==> src/rtl/swp_pkg.sv <==
// Package: shared types for the single-wire presence responder.
// Assumes: nothing beyond IEEE 1800-2017.
package swp_pkg;

    // Phases of the presence answer sequencer.
    typedef enum logic [1:0] {
        PH_IDLE  = 2'd0,
        PH_WAIT  = 2'd1,
        PH_DRIVE = 2'd2
    } pres_phase_t;

endpackage

==> src/rtl/swp_low_timer.sv <==
// Module: swp_low_timer
// Measures the current low period of the bus in microsecond ticks while
// measurement is armed. Reports whether the count lies inside the reset
// window, and pulses por_pulse once when the count reaches the power-on limit.
// Assumes: line_in is already synchronized; tick_us is a one-cycle strobe;
// RESET_MIN_US < POR_LIMIT_US.
module swp_low_timer #(
    parameter int RESET_MIN_US = 480,
    parameter int POR_LIMIT_US = 5000
) (
    input  logic clk,
    input  logic rst_n,
    input  logic tick_us,
    input  logic line_in,
    input  logic armed,
    output logic in_window,
    output logic por_pulse
);

    localparam int CNT_W = $clog2(POR_LIMIT_US + 1);
    localparam logic [CNT_W-1:0] RMIN_C = CNT_W'(RESET_MIN_US);
    localparam logic [CNT_W-1:0] POR_C  = CNT_W'(POR_LIMIT_US);
    localparam logic [CNT_W-1:0] POR_PRE_C = CNT_W'(POR_LIMIT_US - 1);

    logic [CNT_W-1:0] low_cnt;

    // Count low ticks, saturating at the power-on limit; clear on high or disarm.
    always_ff @(posedge clk) begin
        if (!rst_n) begin
            low_cnt <= '0;
        end else if (!armed || line_in) begin
            low_cnt <= '0;
        end else if (tick_us && (low_cnt < POR_C)) begin
            low_cnt <= low_cnt + 1'b1;
        end
    end

    // Raise the power-on request for the cycle after the final tick of the limit.
    always_ff @(posedge clk) begin
        if (!rst_n) begin
            por_pulse <= 1'b0;
        end else begin
            por_pulse <= armed && !line_in && tick_us && (low_cnt == POR_PRE_C);
        end
    end

    // A finished low qualifies as a reset inside [RESET_MIN, POR_LIMIT).
    always_comb begin
        in_window = (low_cnt >= RMIN_C) && (low_cnt < POR_C);
    end

endmodule

==> src/rtl/swp_presence_seq.sv <==
// Module: swp_presence_seq
// On start, waits DELAY_US ticks and then drives the line low for WIDTH_US
// ticks. Pulses done in the cycle in which the drive is released.
// Assumes: DELAY_US >= 1 and WIDTH_US >= 1; start is ignored while busy.
module swp_presence_seq
    import swp_pkg::*;
#(
    parameter int DELAY_US = 30,
    parameter int WIDTH_US = 120
) (
    input  logic clk,
    input  logic rst_n,
    input  logic tick_us,
    input  logic start,
    output logic busy,
    output logic drive,
    output logic done
);

    localparam int MAX_US = (DELAY_US > WIDTH_US) ? DELAY_US : WIDTH_US;
    localparam int SEQ_W  = $clog2(MAX_US + 1);
    localparam logic [SEQ_W-1:0] DLY_LAST = SEQ_W'(DELAY_US - 1);
    localparam logic [SEQ_W-1:0] WID_LAST = SEQ_W'(WIDTH_US - 1);

    pres_phase_t      phase;
    logic [SEQ_W-1:0] cnt;

    // Step through idle, wait and drive phases on microsecond ticks.
    always_ff @(posedge clk) begin
        if (!rst_n) begin
            phase <= PH_IDLE;
            cnt   <= '0;
            done  <= 1'b0;
        end else begin
            done <= 1'b0;
            case (phase)
                PH_IDLE: begin
                    if (start) begin
                        phase <= PH_WAIT;
                        cnt   <= '0;
                    end
                end
                PH_WAIT: begin
                    if (tick_us) begin
                        if (cnt == DLY_LAST) begin
                            phase <= PH_DRIVE;
                            cnt   <= '0;
                        end else begin
                            cnt <= cnt + 1'b1;
                        end
                    end
                end
                PH_DRIVE: begin
                    if (tick_us) begin
                        if (cnt == WID_LAST) begin
                            phase <= PH_IDLE;
                            cnt   <= '0;
                            done  <= 1'b1;
                        end else begin
                            cnt <= cnt + 1'b1;
                        end
                    end
                end
                default: begin
                    phase <= PH_IDLE;
                    cnt   <= '0;
                end
            endcase
        end
    end

    // Decode phase into the busy flag and the open-drain enable.
    always_comb begin
        busy  = (phase != PH_IDLE);
        drive = (phase == PH_DRIVE);
    end

endmodule

==> src/rtl/sw_presence_responder.sv <==
// Module: sw_presence_responder (top)
// Slave-side reset detector and presence answerer for an open-drain
// single-wire bus. Measures each low period. Answers a reset-length low with
// a delayed presence pulse, flags an overlong low as a power-on-reset request,
// and leaves short lows to the time-slot logic.
// Assumes: line_in is synchronized to clk and reflects the wired-AND bus,
// including this block's own drive; tick_us strobes once per microsecond.
module sw_presence_responder #(
    parameter int RESET_MIN_US  = 480,
    parameter int POR_LIMIT_US  = 5000,
    parameter int PRES_DELAY_US = 30,
    parameter int PRES_WIDTH_US = 120
) (
    input  logic clk,
    input  logic rst_n,
    input  logic tick_us,
    input  logic line_in,
    output logic drive_low,
    output logic reset_seen,
    output logic por_req
);

    logic armed;
    logic in_window;
    logic seq_busy;
    logic start;

    swp_low_timer #(
        .RESET_MIN_US (RESET_MIN_US),
        .POR_LIMIT_US (POR_LIMIT_US)
    ) low_timer_i (
        .clk       (clk),
        .rst_n     (rst_n),
        .tick_us   (tick_us),
        .line_in   (line_in),
        .armed     (armed),
        .in_window (in_window),
        .por_pulse (por_req)
    );

    swp_presence_seq #(
        .DELAY_US (PRES_DELAY_US),
        .WIDTH_US (PRES_WIDTH_US)
    ) seq_i (
        .clk     (clk),
        .rst_n   (rst_n),
        .tick_us (tick_us),
        .start   (start),
        .busy    (seq_busy),
        .drive   (drive_low),
        .done    (reset_seen)
    );

    // A reset ends at the first high sample after a qualifying low.
    always_comb begin
        start = armed && line_in && in_window && !seq_busy;
    end

    // Disarm while answering; rearm only once idle and the line is seen high.
    always_ff @(posedge clk) begin
        if (!rst_n) begin
            armed <= 1'b0;
        end else if (start) begin
            armed <= 1'b0;
        end else if (!armed && !seq_busy && line_in) begin
            armed <= 1'b1;
        end
    end

endmodule

==> config.mk <==
export PLATFORM = sky130hd
export DESIGN_NAME = sw_presence_responder
export DESIGN_NICKNAME = d
export VERILOG_FILES = /design/src/rtl/swp_pkg.sv /design/src/rtl/swp_low_timer.sv /design/src/rtl/swp_presence_seq.sv /design/src/rtl/sw_presence_responder.sv
export SDC_FILE = /design/constraint.sdc
export NUM_CORES = 1
export LEC_CHECK = 0
export BUFFER_PORTS_ARGS = -buffer_cell sky130_fd_sc_hd__buf_2
export CAP_MARGIN = 25
export CORE_ASPECT_RATIO = 0.8
export CORE_MARGIN = 5
export CORE_UTILIZATION = 50
export CTS_BUF_LIST = sky130_fd_sc_hd__clkbuf_16
export DETAILED_ROUTE_END_ITERATION = 16
export GPL_ROUTABILITY_DRIVEN = 0
export PLACE_DENSITY = 0.63
export SLEW_MARGIN = 20
export SYNTH_ARGS = -nofsm -noshare
export SYNTH_HDL_FRONTEND = slang
export SYNTH_HIERARCHICAL = 1
export SYNTH_SLANG_ARGS = --single-unit
==> constraint.sdc <==
create_clock -name clk -period 5.3 [get_ports clk]
set_clock_uncertainty 0.1 [all_clocks]
set_input_delay 1.06 -clock clk [delete_from_list [all_inputs] [get_ports clk]]
set_output_delay 1.06 -clock clk [all_outputs]
set_load 0.01 [all_outputs]
==> results_dict.tcl <==
set metrics [dict create \
    core_area_sq_um 2810 \
    io_pins 7 \
    grt_max_degree 15 \
    antenna_found_initial 0 \
    required_ps 5390 \
    finalHoldViolations 0 \
    clk_pin_slew_ps 60 \
    cts_buffers 3 \
    fin_crit_sh 0.456 \
    syn_inst 169 \
    yosys_warnings 6 \
    fillers 272 \
    final_cell_mix "dfxtp_1 (25), nand2_1 (17), inv_1 (10), nor2_1 (10), a21oi_1 (10)" \
    vias 1267 \
    arrival_ps 2500 \
    max_cap_violations 0 \
    layout.nets 187 \
    cts_sinks 25 \
    post-synth-top-area-cell "dfxtp_1" \
    fp.dieH_um 58.9 \
    final-max-slew-violation-count 0 \
    fp.dieArea_sq_um 4180 \
    dr.pass1.iters 4 \
    grt_pass1_wl_mm 5.56 \
    vias_per_cell 5.98 \
    ys_types 49 \
    setup_viol 0 \
    antenna_cells 0 \
    ys_seq_area_frac 0.336 \
    synth_nets 181 \
    avgSynthCellArea_sq_um 8.83 \
    crit_type "flip-flop to flip-flop" \
    rsz0062_at_grt "false" \
    tritoncts "done" \
    wirelength_mm 3.09 \
    cellLeakagePower_uw 0.000544 \
    grt_pass1_vias 1174 \
    rows 17 \
    start_util 0.531 \
    endpoint_kind "flip-flop" \
    place_hpwl_mm 2.32 \
    clkLatencyLatePin_ps 250 \
    synth-seq-cells 25 \
    postCtsSetupBuffers 0 \
    dp_slack_ps 2890 \
    die_x_um 71.1 \
    routedWlPerCell_um 14.6 \
    hp-class "flip-flop to flip-flop" \
    slew_headroom 0.610 \
    clock_path_buffers 2 \
    syn_area_sq_um 1490 \
    status "finished clean" \
    cts_max_level 1 \
    io_buffers 6 \
    post-route-min-period_ps 2420 \
    synth_edf_count 0 \
    setup_slack_ps 2880 \
    ys.flop_type "dfxtp_1" \
    yosysTopAreaCellShare 0.336 \
    drc_errors 0 \
    overflow 0 \
    cp_max_fo 9 \
    layout_commonest_cell "dfxtp_1" \
    async_reset_ff_frac 0 \
    syn2layout_area_growth_pct 7.63 \
    worst_pin_slew_ps 584 \
    drive_gt1_frac 0.132 \
    tns_ps 0 \
    drt-initial-drc-count 86 \
    synth_area_leaders "dfxtp_1 (34%), ha_1 (6.7%), nand2_1 (4.3%), a21oi_1 (3.4%), nand3_1 (2.7%)" \
    cp-start-kind "flip-flop" \
    fmax_mhz 413 \
    grtUsageTotal 0.162 \
    peakVddDrop_mv 0.166 \
    cts_root_buf "clkbuf_16" \
    hold_buffers 0 \
    cts_resized 0 \
    pwr_density_cell_nw_per_um2 225 \
    ant_nets 0 \
]
==> through the flow <==
| stage | cells | hold WS (ps) | util | power [uW] | cell area (sq um) |
|---|---|---|---|---|---|
| final | 212 | 387 | 0.572 | 361 | 1610 |
| after global routing | 212 | 430 | 0.572 | 373 | 1610 |
| after CTS | 212 | 392 | 0.572 | 367 | 1610 |
| after detailed placement | 208 | 383 | 0.543 | 202 | 1530 |
| after global placement | 208 | 366 | 0.543 | 202 | 1530 |
| after floorplan | 169 | 355 | - | 200 | 1490 |
==> power breakdown <==
part           switching, uW  leakage (uW)  internal, uW  total (uW)
logic                   5.68      0.000301          3.30        8.98
registers              0.540      0.000202           189         189
clock network           61.2     0.0000409           101         163
==> layout make-up <==
type,instances,area (sq um),share of cell area
clock buffer,3,75.1,0.0468
clock inverter,1,5.00,0.00312
inverter,10,37.5,0.0234
multi-input combinational,129,910,0.567
sequential,25,500,0.312
tap,38,47.5,0.0296
timing repair buffer,6,30.0,0.0187
==> registers in the layout, summed over array words and instances (netlist names) <==
| name | flops |
|---|---|
| armed | 1 |
| low_timer_i/low_cnt | 13 |
| low_timer_i/por_pulse | 1 |
| seq_i/cnt | 7 |
| seq_i/done | 1 |
| seq_i/phase | 2 |
==> cells in the mapped netlist, types with 2 or more instances <==
master / n
nand3_1: 8
a211o_1: 2
mux2i_1: 3
a32o_1: 2
buf_6: 2
nand4b_1: 3
and3_2: 2
nand2_1: 17
a21boi_0: 3
or3_1: 6
nand4_1: 3
o211ai_2: 2
or4_1: 5
and3_1: 4
nand3_2: 2
ha_1: 8
a221o_1: 3
inv_1: 10
o21ai_0: 7
nor2_1: 10
dfxtp_1: 25
o211ai_1: 2
a21oi_1: 10
o31ai_1: 5
==> kinds of logic (layout without fill, tap and decap cells) <==
group / after synthesis / in the layout / share of synthesized area
AND/OR/NAND/NOR: 71 / 71 / 0.278
multiplexers: 3 / 3 / 0.0201
AO/OA/AOI/OAI: 45 / 45 / 0.233
buffers and inverters: 15 / 20 / 0.0545
flip-flops: 25 / 25 / 0.336
XOR/XNOR: 2 / 2 / 0.0117
adder cells (fa/ha/maj): 8 / 8 / 0.0671
==> critical path, stage by stage (launching register included) <==
cell and delay, ps:
dfxtp_1 400, nor4_4 440, o21ai_0 180, a21oi_1 180, nand4b_1 130, inv_1 60, nand2b_1 200, nand3_1 200
a211o_1 310, a21boi_0 140
==> routing by layer <==
layer  up-vias  global-route usage  wire length (um)
met5         -                   0                 0
met4         0              0.0161                12
met3         2              0.0410               176
met2        31               0.243              1240
met1       594               0.240              1660
li1        640                   -                 -
==> path summary, 6_finish.rpt <==
| check | startpoint | to | slack (ps) | cells after the start |
|---|---|---|---|---|
| max | low_timer_i/low_cnt[3] | seq_i/cnt[1] | 2880 | 9 |
| min | seq_i/phase[1] | seq_i/phase[1] | 390 | 2 |
| max reg2reg | low_timer_i/low_cnt[3] | seq_i/cnt[1] | 2880 | 9 |
| min reg2reg | seq_i/phase[1] | seq_i/phase[1] | 390 | 2 |
Note: power is estimated with default switching activity, not from simulation.
